[config.mk]
export PLATFORM = sky130hd
export DESIGN_NAME = dma_block_mover
export DESIGN_NICKNAME = d
export VERILOG_FILES = /design/src/rtl/dma_block_mover_pkg.sv /design/src/rtl/dma_block_mover_regs.sv /design/src/rtl/dma_block_mover_arb.sv /design/src/rtl/dma_block_mover_path.sv /design/src/rtl/dma_block_mover.sv
export SDC_FILE = /design/constraint.sdc
export NUM_CORES = 1
export LEC_CHECK = 0
export CAP_MARGIN = 10
export CORE_MARGIN = 4
export CORE_UTILIZATION = 25
export CTS_BUF_LIST = sky130_fd_sc_hd__clkbuf_16
export DETAILED_ROUTE_END_ITERATION = 10
export PLACE_DENSITY = 0.64
export SKIP_LAST_GASP = 1
export SLEW_MARGIN = 15
export SYNTH_ARGS = -nofsm -noshare
export SYNTH_HDL_FRONTEND = slang
export SYNTH_SLANG_ARGS = --single-unit
[constraint.sdc]
create_clock -name clk -period 5.7 [get_ports clk]
set_clock_uncertainty 0.15 [all_clocks]
set_input_delay 1.71 -clock clk [delete_from_list [all_inputs] [get_ports clk]]
set_output_delay 1.71 -clock clk [all_outputs]
set_load 0.01 [all_outputs]
[src/rtl/dma_block_mover_pkg.sv]
package dma_block_mover_pkg;

  typedef enum logic [1:0] {
    MODE_BURST   = 2'd0,
    MODE_STEAL   = 2'd1,
    MODE_IDLEBUS = 2'd2,
    MODE_RSVD    = 2'd3
  } xfer_mode_e;

  typedef enum logic [1:0] {
    SEL_ADDR  = 2'd0,
    SEL_COUNT = 2'd1,
    SEL_CTRL  = 2'd2,
    SEL_STAT  = 2'd3
  } cfg_sel_e;

  localparam int CTRL_DIR_BIT  = 0;
  localparam int CTRL_MODE_LSB = 1;
  localparam int STAT_BUSY_BIT = 0;
  localparam int STAT_IRQ_BIT  = 1;
  localparam int STAT_CLR_BIT  = 0;

  typedef struct packed {
    logic       mem_to_dev;
    xfer_mode_e mode;
  } xfer_cfg_t;

endpackage

[src/rtl/dma_block_mover_regs.sv]
module dma_block_mover_regs
  import dma_block_mover_pkg::*;
#(
  parameter int AW = 16,
  parameter int CW = 12,
  parameter int DW = 16
) (
  input  logic          clk,
  input  logic          rst_n,
  input  logic          cfg_wr,
  input  logic [1:0]    cfg_sel,
  input  logic [DW-1:0] cfg_wdata,
  output logic [DW-1:0] cfg_rdata,
  input  logic          word_done,
  output logic [AW-1:0] cur_addr,
  output logic [CW-1:0] cur_cnt,
  output xfer_cfg_t     cfg_o,
  output logic          busy,
  output logic          irq,
  output logic          last_word
);

  logic [AW-1:0] addr_q;
  logic [CW-1:0] cnt_q;
  xfer_cfg_t     cfg_q;
  logic          busy_q, irq_q;
  logic          wr_addr, wr_cnt, start_ev, zero_start, done_ev, clr_ev;

  function automatic logic [AW-1:0] addr_after(input logic [AW-1:0] a_in);
    return a_in + AW'(1);
  endfunction

  function automatic logic [CW-1:0] cnt_after(input logic [CW-1:0] c_in);
    return c_in - CW'(1);
  endfunction

  // configuration decode: address, count and control are locked while busy
  assign wr_addr    = cfg_wr && (cfg_sel_e'(cfg_sel) == SEL_ADDR)  && !busy_q;
  assign wr_cnt     = cfg_wr && (cfg_sel_e'(cfg_sel) == SEL_COUNT) && !busy_q;
  assign start_ev   = cfg_wr && (cfg_sel_e'(cfg_sel) == SEL_CTRL)  && !busy_q;
  assign clr_ev     = cfg_wr && (cfg_sel_e'(cfg_sel) == SEL_STAT)  && cfg_wdata[STAT_CLR_BIT];
  assign zero_start = start_ev && (cnt_q == '0);
  assign last_word  = (cnt_q == CW'(1));
  assign done_ev    = word_done && last_word;

  always_ff @(posedge clk) begin
    if (!rst_n) begin
      addr_q <= '0;
      cnt_q  <= '0;
      cfg_q  <= '{mem_to_dev: 1'b0, mode: MODE_BURST};
      busy_q <= 1'b0;
      irq_q  <= 1'b0;
    end else begin
      if (wr_addr)        addr_q <= cfg_wdata[AW-1:0];
      else if (word_done) addr_q <= addr_after(addr_q);

      if (wr_cnt)         cnt_q <= cfg_wdata[CW-1:0];
      else if (word_done) cnt_q <= cnt_after(cnt_q);

      if (start_ev) begin
        cfg_q.mem_to_dev <= cfg_wdata[CTRL_DIR_BIT];
        cfg_q.mode       <= xfer_mode_e'(cfg_wdata[CTRL_MODE_LSB +: 2]);
      end

      if (start_ev && !zero_start) busy_q <= 1'b1;
      else if (done_ev)            busy_q <= 1'b0;

      // completion wins over a clear in the same cycle
      if (done_ev || zero_start) irq_q <= 1'b1;
      else if (clr_ev)           irq_q <= 1'b0;
    end
  end

  always_comb begin
    cfg_rdata = '0;
    case (cfg_sel_e'(cfg_sel))
      SEL_ADDR:  cfg_rdata[AW-1:0] = addr_q;
      SEL_COUNT: cfg_rdata[CW-1:0] = cnt_q;
      SEL_CTRL: begin
        cfg_rdata[CTRL_DIR_BIT]           = cfg_q.mem_to_dev;
        cfg_rdata[CTRL_MODE_LSB +: 2]     = cfg_q.mode;
      end
      default: begin
        cfg_rdata[STAT_BUSY_BIT] = busy_q;
        cfg_rdata[STAT_IRQ_BIT]  = irq_q;
      end
    endcase
  end

  assign cur_addr = addr_q;
  assign cur_cnt  = cnt_q;
  assign cfg_o    = cfg_q;
  assign busy     = busy_q;
  assign irq      = irq_q;

  // zero-length start completes without ever becoming busy
  a_r10_zero_count: assert property (@(posedge clk) disable iff (!rst_n)
    zero_start |=> irq_q && !busy_q);

  // interrupt persists until a clear
  a_r11_irq_sticky: assert property (@(posedge clk) disable iff (!rst_n)
    irq_q && !clr_ev |=> irq_q);

  // a busy block ignores control writes
  a_r2_locked_cfg: assert property (@(posedge clk) disable iff (!rst_n)
    busy_q && cfg_wr && (cfg_sel_e'(cfg_sel) == SEL_CTRL) |=> $stable(cfg_q));

endmodule

[src/rtl/dma_block_mover_arb.sv]
module dma_block_mover_arb
  import dma_block_mover_pkg::*;
(
  input  logic       clk,
  input  logic       rst_n,
  input  logic       busy,
  input  xfer_mode_e mode,
  input  logic       last_word,
  input  logic       dev_ready,
  input  logic       bus_gnt,
  input  logic       cpu_busy,
  output logic       bus_req,
  output logic       word_fire
);

  logic req_q, req_d, cpu_blocks;

  function automatic logic next_req(input logic active, input logic held,
                                    input logic moved, input logic final_w,
                                    input logic rdy, input xfer_mode_e m);
    if (!active)                   return 1'b0;
    if (moved && final_w)          return 1'b0;
    if (m == MODE_STEAL && moved)  return 1'b0;
    return held | rdy;
  endfunction

  assign cpu_blocks = (mode == MODE_IDLEBUS) && cpu_busy;
  assign word_fire  = busy && req_q && bus_gnt && dev_ready && !cpu_blocks;
  assign req_d      = next_req(busy, req_q, word_fire, last_word, dev_ready, mode);

  always_ff @(posedge clk) begin
    if (!rst_n) req_q <= 1'b0;
    else        req_q <= req_d;
  end

  assign bus_req = req_q;

  // block-hold keeps the request until the final word
  a_r6_burst_hold: assert property (@(posedge clk) disable iff (!rst_n)
    busy && mode == MODE_BURST && req_q && !(word_fire && last_word) |=> req_q);

  // single-word steal releases the bus after each word
  a_r7_steal_gap: assert property (@(posedge clk) disable iff (!rst_n)
    mode == MODE_STEAL && word_fire |=> !req_q);

  // idle-slot mode yields to the CPU
  a_r8_cpu_first: assert property (@(posedge clk) disable iff (!rst_n)
    mode == MODE_IDLEBUS && cpu_busy |-> !word_fire);

endmodule

[src/rtl/dma_block_mover_path.sv]
module dma_block_mover_path #(
  parameter int AW = 16,
  parameter int DW = 16
) (
  input  logic          clk,
  input  logic          rst_n,
  input  logic          word_fire,
  input  logic          mem_to_dev,
  input  logic [AW-1:0] cur_addr,
  input  logic [DW-1:0] dev_rdata,
  input  logic [DW-1:0] mem_rdata,
  output logic [AW-1:0] mem_addr,
  output logic          mem_rd,
  output logic          mem_wr,
  output logic [DW-1:0] mem_wdata,
  output logic          dev_rd,
  output logic          dev_wr,
  output logic [DW-1:0] dev_wdata
);

  logic to_mem, to_dev;

  assign to_mem    = word_fire && !mem_to_dev;
  assign to_dev    = word_fire &&  mem_to_dev;
  assign mem_addr  = word_fire ? cur_addr : '0;
  assign dev_rd    = to_mem;
  assign mem_wr    = to_mem;
  assign mem_rd    = to_dev;
  assign dev_wr    = to_dev;
  assign mem_wdata = to_mem ? dev_rdata : '0;
  assign dev_wdata = to_dev ? mem_rdata : '0;

  // one direction per word, source and sink strobes paired
  a_r12_one_direction: assert property (@(posedge clk) disable iff (!rst_n)
    !(mem_rd && mem_wr) && (dev_rd == mem_wr) && (dev_wr == mem_rd));

endmodule

[src/rtl/dma_block_mover.sv]
module dma_block_mover
  import dma_block_mover_pkg::*;
#(
  parameter int AW = 16,
  parameter int CW = 12,
  parameter int DW = 16
) (
  input  logic          clk,
  input  logic          rst_n,
  input  logic          cfg_wr,
  input  logic [1:0]    cfg_sel,
  input  logic [DW-1:0] cfg_wdata,
  output logic [DW-1:0] cfg_rdata,
  input  logic          dev_ready,
  input  logic [DW-1:0] dev_rdata,
  output logic          dev_rd,
  output logic          dev_wr,
  output logic [DW-1:0] dev_wdata,
  output logic [AW-1:0] mem_addr,
  input  logic [DW-1:0] mem_rdata,
  output logic          mem_rd,
  output logic          mem_wr,
  output logic [DW-1:0] mem_wdata,
  output logic          bus_req,
  input  logic          bus_gnt,
  input  logic          cpu_busy,
  output logic          irq
);

  logic [AW-1:0] cur_addr;
  logic [CW-1:0] cur_cnt;
  xfer_cfg_t     xcfg;
  logic          busy, last_word, word_fire, strobe;

  dma_block_mover_regs #(.AW(AW), .CW(CW), .DW(DW)) u_regs (
    .clk(clk), .rst_n(rst_n), .cfg_wr(cfg_wr), .cfg_sel(cfg_sel),
    .cfg_wdata(cfg_wdata), .cfg_rdata(cfg_rdata), .word_done(word_fire),
    .cur_addr(cur_addr), .cur_cnt(cur_cnt), .cfg_o(xcfg), .busy(busy),
    .irq(irq), .last_word(last_word)
  );

  dma_block_mover_arb u_arb (
    .clk(clk), .rst_n(rst_n), .busy(busy), .mode(xcfg.mode),
    .last_word(last_word), .dev_ready(dev_ready), .bus_gnt(bus_gnt),
    .cpu_busy(cpu_busy), .bus_req(bus_req), .word_fire(word_fire)
  );

  dma_block_mover_path #(.AW(AW), .DW(DW)) u_path (
    .clk(clk), .rst_n(rst_n), .word_fire(word_fire),
    .mem_to_dev(xcfg.mem_to_dev), .cur_addr(cur_addr),
    .dev_rdata(dev_rdata), .mem_rdata(mem_rdata), .mem_addr(mem_addr),
    .mem_rd(mem_rd), .mem_wr(mem_wr), .mem_wdata(mem_wdata),
    .dev_rd(dev_rd), .dev_wr(dev_wr), .dev_wdata(dev_wdata)
  );

  assign strobe = mem_rd | mem_wr;

  // the bus is touched only under request and grant
  a_r3_grant_first: assert property (@(posedge clk) disable iff (!rst_n)
    (strobe || dev_rd || dev_wr) |-> bus_req && bus_gnt);

  // no request without an active block
  a_r3_req_needs_busy: assert property (@(posedge clk) disable iff (!rst_n)
    bus_req |-> busy);

  // address advances past the word just moved
  a_r4_addr_step: assert property (@(posedge clk) disable iff (!rst_n)
    strobe && !last_word |=> cur_addr == $past(mem_addr) + AW'(1));

  // the final word releases the bus and interrupts
  a_r5_release: assert property (@(posedge clk) disable iff (!rst_n)
    strobe && last_word |=> !bus_req && irq && !busy);

  // without a grant, position in the block is frozen
  a_r9_hold_state: assert property (@(posedge clk) disable iff (!rst_n)
    busy && !bus_gnt |=> $stable(cur_addr) && $stable(cur_cnt));

endmodule

==> impl_metrics.yaml <==
final_layout:
  utilization: 0.409
  fill_cells: 963
  synthToLayoutAreaGrowth_pct: 60.5
  finalInstanceArea_um2: 3960
  multi_input_area_um2: 1630
  seqCellArea_um2: 681
  nets: 496
  layout-drive-gt1-share: 0.0549
  diodes: 0
timing:
  fin_hold_ws_ps: 360
  tns_ps: 0
  setup_slack_ps: 204
  finalCriticalPeriod_ps: 5500
  setup_viol: 0
  relSlewSlack: 0.468
  hold_viol: 0
  worst_pin_slew_ps: 797
  max_clock_freq_mhz: 182
  rsz0062_at_grt: "false"
  final_max_slew_viol_count: 0
  finalCritPeriodShare: 0.964
yosys:
  seq_area_frac_synth: 0.276
  syn_nets: 382
  synth_edf_count: 0
  syn_area_um2: 2470
  yosys.cell_types.count: 47
  synthTopCellsByArea: "dfxtp_1 (28%), and2_1 (9.6%), nor2_1 (5.5%), mux2i_1 (5.3%), a21oi_1 (4.7%)"
  yosysTopAreaCellShare: 0.276
  avgSynthCellArea_um2: 7.67
  synth_top_cell_by_area: "dfxtp_1"
  ys_async_sr_fraction: 0
  yosysWarnings: 0
  synth_cells: 322
  synth-seq-cells: 34
  synth_ff_type: "dfxtp_1"
placed_design:
  placed_cell_area_um2: 3830
  dp_hpwl_um: 7020
  gp_congestion: 0.838
  port_buffers: 125
  post-place-ws_ps: 198
route:
  dr_wl_met2_um: 4520
  top_layer: "met4"
  wl_met1_um: 3810
  drt_iter0_markers: 184
  ant_nets: 0
  wl_per_cell_um: 15.9
  met3WireLength_um: 593
  totalWireLength_um: 9040
  vias: 2804
  vias_per_cell: 4.92
  firstDrtPassIters: 4
  route.detailed.drc: 0
clock_tree:
  cts_tree: "yes"
  hold_buffers: 0
  cts_htree_levels: 2
  cts_root_buffer: "clkbuf_16"
  postCtsSetupRepairBufs: 0
  clk-insertion-delay-late_ps: 280
  cts_buffers: 5
  post_cts_resized: 0
  cts_sinks: 34
  clk_pin_slew_ps: 50
  clock_path_buffers: 2
critical_path:
  r2r-end: "u_regs.cur_cnt[6]$_SDFFE_PN0P_"
  worstReg2RegStart: "u_regs.busy$_SDFFE_PN0P_"
  worst-r2r-setup-slack_ps: 3220
  reg2reg_depth: 6
  worstSetupEndpointType: "output pin"
  worstPathArrival_ps: 3640
  required_ps: 3840
  worst_setup_path_start_kind: "input pin"
  critPathMaxFanout: 18
  path_class: "input pin to output pin"
job:
  drv_cap: 0
worst_hold_path:
  min_from: "u_regs.cfg_o[1]$_SDFFE_PN0P_"
  whs_path_depth: 2
  hp-class: "flop to flop"
  min_to: "u_arb.bus_req$_SDFF_PP0_"
grt:
  grt_overflow: 0
  grt_pass1_wl_um: 14100
  antenna_found_initial: 0
  grt_pass1_vias: 2607
  grt_usage: 0.152
  grt_max_degree: 24
floorplanning:
  core_um2: 9680
  io_pins: 126
  die-area_um2: 11500
  die_w_um: 107
  initial_core_util: 0.255
  die_y_um: 107
  rows: 36
pwr:
  internal_power_uw: 472
  power_leakage_uw: 0.00147
  pwr-share-clk: 0.399
  p_sw_uw: 164
  switching_share: 0.258
  vdd_drop_max_mv: 0.0968
  p_per_area_nw_per_um2: 161
  combPwrFrac: 0.186
  power_frac_seq: 0.414
run_status:
  status: "finished, final reports clean"
## cell usage after synthesis, types with 2 or more instances
master / count
ha_1: 4
o21ai_0: 11
o21ai_1: 8
a221oi_1: 2
inv_1: 8
nor4_1: 2
nand4_1: 11
a2bb2oi_1: 4
nor4b_2: 2
xnor2_1: 3
a22oi_1: 2
buf_4: 4
clkbuf_1: 15
nor3_1: 3
mux4_2: 2
nand3b_1: 2
buf_2: 4
nand2_1: 22
and2_1: 38
and3_1: 17
nor2_2: 2
buf_6: 2
a32oi_1: 3
nand3_1: 11
xor2_1: 7
mux2i_1: 13
a31oi_1: 9
dfxtp_1: 34
o22ai_1: 2
nor2_1: 36
a21oi_1: 23
## flip-flops by register name (all words and copies together), names as in the netlist
name	cells
u_regs.cur_addr	16
u_arb.bus_req	1
u_regs.busy	1
u_regs.irq	1
u_regs.cfg_o	3
u_regs.cur_cnt	12
## cell type report
cell class              count  share of cell area
well taps                 133              0.0420
clock inverters             3             0.00284
multi-input cells         254               0.410
repair buffers            133               0.334
clock buffers               5              0.0316
inverters                   8             0.00758
flip-flops and latches     34               0.172
## through the flow
stage          power (uW)  cells
6_report              636    570
3_5_place_dp          386    562
4_1_cts               640    570
3_3_place_gp          385    562
2_1_floorplan         320    322
5_1_grt               662    570
## routing by layer
metal  track usage  up-vias
met5             0        -
met4        0.0451        0
met3        0.0294        9
met2         0.254      102
met1         0.200     1311
li1              -     1382
## cells by family after synthesis
group	Yosys count	share of synthesized area
adder cells (fa/ha/maj)	4	0.0203
flip-flops	34	0.276
XOR/XNOR	10	0.0355
buffers and inverters	34	0.0659
AO/OA/AOI/OAI	71	0.177
AND/OR/NAND/NOR	154	0.355
multiplexers	15	0.0709
## placed cells by master, fill, tap and decap left out, types with 2 or more instances in the layout
cell type and n:
a21oi_1 23, a221oi_1 2, a22oi_1 2, a2bb2oi_1 4, a31oi_1 9, a32oi_1 3
and2_1 38, and3_1 17, buf_4 7, clkbuf_16 5, clkdlybuf4s50_1 125, clkinv_1 3
dfxtp_1 34, ha_1 4, inv_1 8, mux2i_1 13, mux4_2 2, nand2_1 22
nand3_1 11, nand3b_1 2, nand4_1 11, nor2_1 36, nor2_2 2, nor3_1 3
nor4_1 2, nor4b_2 2, o21ai_0 11, o21ai_1 8, o22ai_1 2, xnor2_1 3
xor2_1 7
## how the worst max path moves through the flow
stage	startpoint	to	slack, ps	depth (start not counted)
6_report	dev_ready	dev_wdata[7]	200	5
5_1_grt	dev_ready	dev_wdata[1]	90	5
4_1_cts	dev_ready	dev_wdata[7]	200	5
3_5_place_dp	dev_ready	dev_wdata[7]	200	5
3_3_place_gp	dev_ready	dev_wdata[10]	280	5
2_1_floorplan	dev_ready	mem_wdata[10]	1000	6
## critical path, stage by stage
cell	delay [ps]
clkdlybuf4s50_1	500
and4_1	240
and3_1	440
and2_1	200
clkdlybuf4s50_1	540
## power by group through the flow
stage,registers (uW),clock network [uW],logic [uW]
4_1_cts,263,258,119
6_report,264,254,118
3_3_place_gp,268,0,117
2_1_floorplan,262,0,57.3
3_5_place_dp,268,0,118
5_1_grt,265,269,128
Power figures use the tool's default switching activity.
